===== config.mk =====
export PLATFORM = sky130hd
export DESIGN_NAME = ring_ptr_unit
export DESIGN_NICKNAME = d
export VERILOG_FILES = /design/src/rtl/ring_ptr_pkg.sv /design/src/rtl/rp_advance.sv /design/src/rtl/rp_occupancy.sv /design/src/rtl/rp_gate.sv /design/src/rtl/ring_ptr_unit.sv
export SDC_FILE = /design/constraint.sdc
export NUM_CORES = 1
export LEC_CHECK = 0
export ABC_AREA = 1
export BUFFER_PORTS_ARGS = -buffer_cell sky130_fd_sc_hd__buf_2
export CORE_MARGIN = 1
export CORE_UTILIZATION = 56
export CTS_CLUSTER_SIZE = 16
export DETAILED_ROUTE_END_ITERATION = 7
export PLACE_DENSITY = 0.79
export SETUP_SLACK_MARGIN = 0.3
export SYNTH_ARGS = -nofsm -noshare
export SYNTH_HDL_FRONTEND = slang
export SYNTH_HIERARCHICAL = 1
export SYNTH_SLANG_ARGS = --single-unit

===== constraint.sdc =====
create_clock -name clk -period 4.35 [get_ports clk]
set_input_delay 0.6525 -clock clk [delete_from_list [all_inputs] [get_ports clk]]
set_output_delay 0.6525 -clock clk [all_outputs]
set_load 0.01 [all_outputs]

===== src/rtl/ring_ptr_pkg.sv =====
package ring_ptr_pkg;

    localparam int RP_DEF_IDX_W = 10;

    // outcome of one advance request
    typedef enum logic [1:0] {
        ADV_IDLE   = 2'd0,
        ADV_TAKE   = 2'd1,
        ADV_REJECT = 2'd2
    } adv_kind_e;

endpackage


===== src/rtl/rp_advance.sv =====
module rp_advance #(
    parameter int IDX_W = 10,
    localparam int PTR_W = IDX_W + 1
) (
    input  logic [PTR_W-1:0] ptr,
    input  logic [IDX_W-1:0] inc,
    input  logic [IDX_W-1:0] size,
    output logic [PTR_W-1:0] nxt
);
    logic [IDX_W:0]   sum;
    logic [IDX_W-1:0] folded;

    always_comb begin
        sum    = {1'b0, ptr[IDX_W-1:0]} + {1'b0, inc};
        // exact modulo 2^IDX_W because the true result lies below size
        folded = ptr[IDX_W-1:0] + inc - size;
        if (sum >= {1'b0, size}) begin
            nxt = {~ptr[IDX_W], folded};
        end else begin
            nxt = {ptr[IDX_W], sum[IDX_W-1:0]};
        end
    end
endmodule


===== src/rtl/rp_occupancy.sv =====
module rp_occupancy #(
    parameter int IDX_W = 10,
    localparam int PTR_W = IDX_W + 1
) (
    input  logic [PTR_W-1:0] head,
    input  logic [PTR_W-1:0] tail,
    input  logic [IDX_W-1:0] size,
    output logic [IDX_W:0]   count,
    output logic             is_empty
);
    logic [IDX_W-1:0] same_lap;

    always_comb begin
        same_lap = tail[IDX_W-1:0] - head[IDX_W-1:0];
        if (head[IDX_W] != tail[IDX_W]) begin
            count = {1'b0, size} - {1'b0, head[IDX_W-1:0]} + {1'b0, tail[IDX_W-1:0]};
        end else begin
            count = {1'b0, same_lap};
        end
        is_empty = (head == tail);
    end
endmodule


===== src/rtl/rp_gate.sv =====
module rp_gate
    import ring_ptr_pkg::*;
#(
    parameter int IDX_W = 10
) (
    input  logic             req,
    input  logic [IDX_W-1:0] inc,
    input  logic [IDX_W:0]   room,
    output adv_kind_e        kind
);
    always_comb begin
        if (!req || inc == '0) begin
            kind = ADV_IDLE;
        end else if ({1'b0, inc} > room) begin
            kind = ADV_REJECT;
        end else begin
            kind = ADV_TAKE;
        end
    end
endmodule


===== src/rtl/ring_ptr_unit.sv =====
module ring_ptr_unit
    import ring_ptr_pkg::*;
#(
    parameter int IDX_W = RP_DEF_IDX_W,
    localparam int PTR_W = IDX_W + 1,
    localparam int N_SIDE = 2   // 0: tail, 1: head
) (
    input  logic             clk,
    input  logic             rst,
    input  logic [IDX_W-1:0] cfg_size,
    input  logic             tail_adv,
    input  logic [IDX_W-1:0] tail_inc,
    input  logic             head_adv,
    input  logic [IDX_W-1:0] head_inc,
    output logic [PTR_W-1:0] head_ptr,
    output logic [PTR_W-1:0] tail_ptr,
    output logic [IDX_W:0]   occupancy,
    output logic             full,
    output logic             empty,
    output logic             overflow_err,
    output logic             underflow_err
);

    typedef struct packed {
        logic [PTR_W-1:0] head;
        logic [PTR_W-1:0] tail;
        logic [IDX_W-1:0] size;
        logic             ovf;
        logic             unf;
    } state_t;

    state_t st_d, st_q;

    logic [IDX_W-1:0] eff_size;
    logic [IDX_W:0]   count;
    logic             is_empty;

    logic      [N_SIDE-1:0]            side_req;
    logic      [N_SIDE-1:0][IDX_W-1:0] side_inc;
    logic      [N_SIDE-1:0][PTR_W-1:0] side_ptr;
    logic      [N_SIDE-1:0][PTR_W-1:0] side_nxt;
    logic      [N_SIDE-1:0][IDX_W:0]   side_room;
    adv_kind_e [N_SIDE-1:0]            side_kind;

    rp_occupancy #(.IDX_W(IDX_W)) u_occ (
        .head     (st_q.head),
        .tail     (st_q.tail),
        .size     (st_q.size),
        .count    (count),
        .is_empty (is_empty)
    );

    // size follows the input only while nothing is stored
    assign eff_size = is_empty ? cfg_size : st_q.size;

    assign side_req[0]  = tail_adv;
    assign side_inc[0]  = tail_inc;
    assign side_ptr[0]  = st_q.tail;
    assign side_room[0] = {1'b0, eff_size} - count;

    assign side_req[1]  = head_adv;
    assign side_inc[1]  = head_inc;
    assign side_ptr[1]  = st_q.head;
    assign side_room[1] = count;

    for (genvar g = 0; g < N_SIDE; g++) begin : g_side
        rp_advance #(.IDX_W(IDX_W)) u_adv (
            .ptr  (side_ptr[g]),
            .inc  (side_inc[g]),
            .size (eff_size),
            .nxt  (side_nxt[g])
        );
        rp_gate #(.IDX_W(IDX_W)) u_gate (
            .req  (side_req[g]),
            .inc  (side_inc[g]),
            .room (side_room[g]),
            .kind (side_kind[g])
        );
    end

    always_comb begin
        st_d      = st_q;
        st_d.size = eff_size;
        st_d.ovf  = (side_kind[0] == ADV_REJECT);
        st_d.unf  = (side_kind[1] == ADV_REJECT);
        if (side_kind[0] == ADV_TAKE) begin
            st_d.tail = side_nxt[0];
        end
        if (side_kind[1] == ADV_TAKE) begin
            st_d.head = side_nxt[1];
        end
    end

    always_ff @(posedge clk) begin
        if (rst) begin
            st_q <= '0;
        end else begin
            st_q <= st_d;
        end
    end

    assign head_ptr      = st_q.head;
    assign tail_ptr      = st_q.tail;
    assign occupancy     = count;
    assign empty         = is_empty;
    assign full          = !is_empty && (count == {1'b0, st_q.size});
    assign overflow_err  = st_q.ovf;
    assign underflow_err = st_q.unf;

endmodule


After elaboration in Yosys (flattened, before gate mapping)
Index checks and enable logic that the tools add are counted.
{"block": "classes", "addsub": 10, "mux": 8, "reduce_logical": 10, "eq_ne": 7, "n_bitwise": 2, "n_lt_le_gt_ge": 4}
{"op": "10-bit 2-to-1 mux", "n": 3}
{"op": "10-bit subtractor", "n": 3}
{"op": "10-bit by 10-bit adder with 11-bit output", "n": 2}
{"op": "11-bit by 10-bit greater-or-equal comparator with 1-bit output", "n": 2}
{"op": "10-bit by 11-bit > comparator with 1-bit output", "n": 2}
{"op": "10-bit adder", "n": 2}
{"op": "10-bit logical NOT", "n": 2}
{"op": "11-bit by 10-bit adder with 11-bit output", "n": 1}
{"op": "11-bit by 10-bit == test with 1-bit output", "n": 1}
{"op": "11-bit == test", "n": 1}
{"op": "11-bit 2-to-1 mux", "n": 1}
{"op": "10-bit by 10-bit subtractor with 11-bit output", "n": 1}
{"op": "10-bit by 11-bit subtractor with 11-bit output", "n": 1}
{"op": "2-bit 2-to-1 mux", "n": 4}
{"op": "2-bit by 1-bit == test with 1-bit output, second input constant", "n": 2}
{"op": "2-bit == test, second input constant", "n": 2}
{"op": "2-bit AND reduction", "n": 2}
{"op": "1-bit logical NOT", "n": 3}
{"op": "1-bit logical OR", "n": 2}
{"op": "1-bit inverter", "n": 2}
{"op": "1-bit logical AND", "n": 1}
{"op": "1-bit != test", "n": 1}
{"block": "totals", "in_bits": 34, "regBits": 34, "out_inout_bits": 37, "wordCells": 48}

Logic depth before layout (Yosys ltp)
Gate-level depths: netlist of run 1.
{"block": "depth", "ltp_word": 9, "depth_mapped": 36}

By module
The synthesis of run 1 kept the hierarchy.
{"module": "rp_advance", "n_inst": 2, "cells_each": 244, "area_per_inst_um2": 1600.3}
{"module": "ring_ptr_unit", "n_inst": 1, "cells_each": 322, "area_per_inst_um2": 2095.8}
{"module": "rp_occupancy", "n_inst": 1, "cells_each": 268, "area_per_inst_um2": 1511.4}
{"module": "rp_gate", "n_inst": 2, "cells_each": 63, "area_per_inst_um2": 360.3}

Worst setup path after synthesis of run 1
Ideal clock, no wire load.
{"block": "synth_path", "path_type": "reg-to-reg", "startpoint": "register st_q (netlist bit tail_ptr[1])", "endpoint": "register st_q (netlist bit tail_ptr[1])", "n_path_buf": 1, "t_arrival_ns": 4.546, "required_time_ns": 4.280, "setup_slack_ns": -0.265, "path_stages_with_launch": 29, "path_cell_list": "dfxtp_1 > inv_1 > fa_1 > inv_1 > fa_1 > nand3_1 > nand3_1 > xnor2_1 > o21ai_0 > inv_1 > ha_1 > a21oi_2 > nand2_1 > nand2_1 > nand4_1 > nand2_1 > inv_1 > ha_1 > inv_1 > nor2_2 > nand2_2 > nor2_4 > nand3b_1 > a21oi_1 > nand2_1 > inv_1 > buf_2 > nand2_1 > a21oi_1"}
{"item": "from (decl)", "line": "ring_ptr_unit.sv:32", "source": "state_t st_d, st_q;"}
{"item": "from (signal assigned)", "line": "ring_ptr_unit.sv:98", "source": "st_q <= st_d;"}

==> flow_summary_export.csv, run 1 <==
group,metric,value,unit
floorplan,initial_core_util,58.47,%
global_routing,grt_pass1_wl,38.90,mm
critical_path,rrSetupSlack,-0.04,ns
sta,max_slew_margin,51.59,%
final_layout,regArea,728.2,um2
clock_tree,cts_root_buf,"clkbuf_16",
global_routing,track_usage,35.31,%
clock_tree,cts_tree,"yes",
final_layout,syn_to_final_growth,27.80,%
critical_path,crit_start,"st_q[2]",
sta,max_freq,227.9,MHz
clock_tree,cts.sinks,34,
clock_tree,max-clock-path-buffers,2,
place,post-place-ws,-0.1505,ns
place,hpwl,19.55,mm
global_routing,grt_max_degree,35,
critical_path,slowest_stage,"fa_2",
sta,finalWorstSetupSlack,-0.03854,ns
final_layout,insertedDiodeCount,0,
drt,first_iter_violations,766,
global_routing,grt-ovfl-total,0,
critical_path,path_class,"register to register",
clock_tree,clk_latency,0.28,ns
critical_path,crit_end,"tail_ptr[8]",
logic_synthesis,syn_area,7528,um2
floorplan,rows,41,
global_routing,antenna_found_initial,0,
logic_synthesis,synth.avg_cell_area,6.253,um2
floorplan,ios,71,
final_layout,fillCellCount,968,
drt,ant_nets,0,
floorplan,dieArea,13910,um2
logic_synthesis,synth_edf_count,0,
logic_synthesis,yosysWarnings,6,
critical_path,reg2reg_to,"tail_ptr[8]",
drt,wl,26.10,mm
sta,worst_slew_pin_slew,0.7261,ns
run_status,status,"finished, violations left",
critical_path,cp_max_fo,11,
flow_run,max_cap_viol_count,0,
logic_synthesis,synth_common_cells,"336 x nand2_1, 261 x inv_1, 111 x ha_1, 85 x nand3_1, 84 x a21oi_1",
drt,drcViolationCount,0,
logic_synthesis,synth_cell_types,40,
logic_synthesis,ys_seq_area_share,9.041,%
sta,setup_viol,11,
critical_path,arrival,4.59,ns
critical_path,reg2regPathDepth,32,
final_layout,multi_input_area,6362,um2
sta,rsz0062_at_grt,"yes",
place,portBuffers,70,
critical_path,cp.depth,32,
critical_path,crit_family,"simple AND/OR/NAND/NOR gates",
sta,hold_violations,0,
logic_synthesis,synth_async_sr_flop_share,0,%
worst_hold_path,min_path_type,"register to register",
drt,drt-pass1-iter-count,5,
sta,slew_viol_final,0,
sta,timing.final.crit_share,100.9,%
floorplan,die_height,117.9,um
logic_synthesis,netlist_instances,1204,
final_layout,final_nets,1523,
critical_path,endpoint_kind,"register",
critical_path,path_buf_inv,10,
logic_synthesis,syn_nets,1381,
final_layout,drive_gt1_share,28.95,%
logic_synthesis,yosysMostFrequentCell,"nand2_1",
clock_tree,cts_buffers,5,
clock_tree,htree_levels,2,
critical_path,r2r_start,"st_q[2]",
critical_path,crit_path_start_kind,"register",
floorplan,core-area,12880,um2
run_status,violations,"negative setup slack",
drt,viasPerCell,5.542,
clock_tree,path_clk_slew,0.06,ns
place,gp_congestion,0.9915,
floorplan,die_w,117.9,um
drt,via_count,8419,
logic_synthesis,ys_top_cells_by_area,"ha_1 18%, nand2_1 17%, inv_1 13%",
sta,finalCriticalPeriod,4.389,ns
drt,routedWlPerCell,17.18,um
logic_synthesis,synth_seq_cells,34,
global_routing,grt_pass1_vias,7820,
logic_synthesis,synth_top_flop_cell,"dfxtp_1",
sta,clock_skew,0.002193,ns
critical_path,cp.required,4.55,ns
logic_synthesis,yosysTopAreaCellShare,18.45,%
logic_synthesis,synth_top_area_cell,"ha_1",
critical_path,slowest_delay,0.43,ns
## cell usage in the layout, fill, tap and decap left out, types with 8 or more instances in the layout
cell type,instances
nand2_1,297
inv_1,239
buf_4,98
ha_1,81
nand3_1,73
a21oi_1,70
buf_2,70
nand2_2,49
nor2_1,48
fa_1,29
ha_4,28
xnor2_1,24
inv_2,22
xor2_1,20
nand4_1,16
a21oi_2,14
dfxtp_1,14
nor2_2,13
nand3_2,13
o21ai_0,11
dfxtp_2,11
dfxtp_4,9
nand2_4,8
a21o_1,8
## worst min-delay path by stage
| stage | from | to | slack, ns | depth (start not counted) |
|---|---|---|---|---|
| 6_report | st_q[5] | st_q[5] | 0.52 | 2 |
| 5_1_grt | st_q[5] | st_q[5] | 0.54 | 2 |
| 4_1_cts | st_q[7] | st_q[7] | 0.51 | 2 |
| 3_5_place_dp | st_q[10] | st_q[10] | 0.52 | 2 |
| 3_3_place_gp | st_q[9] | st_q[9] | 0.51 | 2 |
| 2_1_floorplan | st_q[3] | st_q[3] | 0.47 | 2 |
## metrics by stage
step | TNS (ns) | utilization, % | instances | hold WS, ns | instance area, um2
finish | -0.1915 | 74.73 | 1519 | 0.5237 | 9622
global route | -3.081 | 74.73 | 1519 | 0.5416 | 9622
CTS | 0 | 70.44 | 1504 | 0.5087 | 9070
detailed placement | -1.514 | 66.79 | 1485 | 0.5213 | 8600
global placement | -1.844 | 66.79 | 1485 | 0.5077 | 8600
floorplan | 0 | - | 1204 | 0.4749 | 7724
## cell type report
class	instances	area share [%]
clock buffers	6	1.443
repair buffers	174	12.08
inverters	263	10.34
well taps	172	2.237
repair inverters	1	0.07802
clock inverters	2	0.1300
multi-input cells	867	66.12
flip-flops and latches	34	7.568
## layer usage
metal	track usage, %	wire length [um]	vias to the layer above
li1	-	-	4017
met1	47.12	10580	3836
met2	57.50	11810	473
met3	6.589	2658	93
met4	10.50	1048	0
met5	0	0	-
## sequential cells by signal (all words and copies together), names as in the netlist
signal	count
head_ptr	11
tail_ptr	11
st_q	10
overflow_err	1
underflow_err	1
## worst min-delay path, delay by kind of cell (launching register included)
kind / cells / cell delay (ns)
flops: 1 / 0.34
simple gates: 1 / 0.08
compound gates: 1 / 0.06
## what timing repair did
action / in CTS / in global routing
buffers inserted: 11 / 14
resized for setup: 56 / 105
endpoints found under the setup margin: 14 / 24
hold buffers: 0 / 0
gates cloned: 0 / 1
pin swaps: 34 / 29
## cell families after synthesis
logic type	share of synthesized area, %
adders and majority gates	26.96
xor gates and xnor gates	5.352
AOI/OAI and AO/OA	10.92
buffers and inverters	16.92
and+or+nand+nor	30.81
DFF	9.041
Power of run 1 is not shown: default switching activity piles up to over one toggle a cycle in this logic, so the estimate is an artifact.
==> run 2: changes to the inputs <==
--- a/constraint.sdc
+++ b/constraint.sdc
@@ -3,2 +3,2 @@
 set_output_delay 0.6525 -clock clk [all_outputs]
-set_load 0.01 [all_outputs]
+set_load 0.05 [all_outputs]
==> flow_summary_export.csv, run 2 (synthesized netlist as in run 1, its figures left out) <==
group,metric,value,unit
final_layout,drive_gt1_share,25.95,%
run_status,status,"finished, violations left",
clock_tree,max-clock-path-buffers,2,
drt,viasPerCell,5.469,
global_routing,antenna_found_initial,0,
clock_tree,clk_latency,0.28,ns
place,post-place-ws,-0.1242,ns
final_layout,regArea,730.7,um2
clock_tree,path_clk_slew,0.06,ns
drt,drcViolationCount,0,
clock_tree,cts_buffers,5,
critical_path,path_class,"register to register",
floorplan,dieArea,13910,um2
clock_tree,cts_root_buf,"clkbuf_16",
place,portBuffers,70,
global_routing,grt_max_degree,35,
floorplan,core-area,12880,um2
sta,max_freq,221.6,MHz
place,placed_area,8655,um2
critical_path,slowest_stage,"fa_1",
sta,setup_viol,11,
floorplan,die_height,117.9,um
sta,finalWorstSetupSlack,-0.1619,ns
final_layout,layout_commonest_cell,"nand2_1",
critical_path,endpoint_kind,"register",
sta,worst_slew_pin_slew,0.7129,ns
final_layout,final_cell_mix,"303 x nand2_1, 242 x inv_1, 82 x ha_1",
final_layout,final_nets,1490,
critical_path,arrival,4.65,ns
clock_tree,htree_levels,2,
critical_path,slowest_delay,0.56,ns
final_layout,fin_area,9316,um2
final_layout,multi_input_area,6301,um2
final_layout,syn_to_final_growth,23.75,%
sta,rsz0062_at_grt,"yes",
place,gp_congestion,0.9730,
floorplan,die_w,117.9,um
sta,timing.final.crit_share,103.7,%
clock_tree,cts.sinks,34,
final_layout,fillCellCount,1068,
sta,slew_viol_final,0,
drt,first_iter_violations,667,
final_layout,insertedDiodeCount,0,
global_routing,grt-ovfl-total,0,
sta,finalCriticalPeriod,4.512,ns
final_layout,final_util,72.35,%
clock_tree,hold_buffers,0,
drt,via_count,8127,
critical_path,cp_max_fo,7,
worst_hold_path,min_path_type,"register to register",
critical_path,cp.required,4.49,ns
place,hpwl,19.58,mm
drt,ant_nets,0,
floorplan,rows,41,
global_routing,grt_pass1_vias,7530,
drt,wl,24.21,mm
run_status,violations,"negative setup slack",
drt,routedWlPerCell,16.29,um
global_routing,track_usage,34.29,%
flow_run,max_cap_viol_count,0,
critical_path,cp_common_cell,"nand2_2",
floorplan,ios,71,
sta,clock_skew,0.006234,ns
sta,max_slew_margin,52.47,%
global_routing,grt_pass1_wl,37.58,mm
critical_path,crit_path_start_kind,"register",
drt,drt-pass1-iter-count,5,
sta,hold_slack,0.5296,ns
clock_tree,cts_tree,"yes",
sta,hold_violations,0,
floorplan,initial_core_util,58.47,%
## run 2: cell types whose count changed in the layout (fill, tap and decap cells not counted), moves of 3 or more
cell / delta
buf_4: -33
nor2_1: +7
nand2_1: +6
dfxtp_2: -4
inv_2: -4
nand2_2: -4
nor2_2: -4
ha_4: -3
inv_1: +3
nor2_4: -3
o21ai_1: -3
## run 2: layout make-up
| class | count | area share, % |
|---|---|---|
| multi-input cells | 867 | 67.63 |
| inverters | 263 | 10.72 |
| repair buffers | 141 | 9.790 |
| flip-flops and latches | 34 | 7.843 |
| well taps | 172 | 2.310 |
| clock buffers | 6 | 1.491 |
| clock inverters | 2 | 0.1343 |
| repair inverters | 1 | 0.08058 |
## run 2: worst paths after layout
kind	from	to	slack [ns]	cells after the start
worst min register to register	st_q[11]	st_q[11]	0.53	2
worst max register to register	head_ptr[1]	tail_ptr[9]	-0.16	32
worst max-delay path	head_ptr[1]	tail_ptr[9]	-0.16	32
worst min-delay path	st_q[11]	st_q[11]	0.53	2
## run 2: critical path: cells and delay by family (launching register included)
kind | cells | cell delay (ns)
AO/OA/AOI/OAI | 2 | 0.24
adder cells (fa/ha/maj) | 4 | 1.49
flip-flops | 1 | 0.36
AND/OR/NAND/NOR | 20 | 1.77
buffers and inverters | 6 | 0.50
## run 2: repair_timing
action | CTS | global route
endpoints found under the setup margin | 14 | 24
resized for setup | 37 | 66
pin swaps | 3 | 13
buffers inserted | 7 | 1
gates cloned | 0 | 1
## run 2: routing by layer
layer | routed length, um | share of wire [%] | vias up | GRT usage [%]
met4 | 1121 | 4.6 | 0 | 14.26
met1 | 10430 | 43 | 3727 | 45.68
li1 | - | - | 3958 | -
met5 | 0 | 0 | - | 0
met2 | 10830 | 45 | 363 | 55.99
met3 | 1823 | 7.5 | 79 | 3.876
## run 2: per-stage QoR
stage          instances  TNS [ns]
5_1_grt             1486    -3.309
3_5_place_dp        1469    -1.248
6_report            1486    -1.447
3_3_place_gp        1469         0
4_1_cts             1484         0
2_1_floorplan       1204         0
Power of run 2 is left out for the same reason.
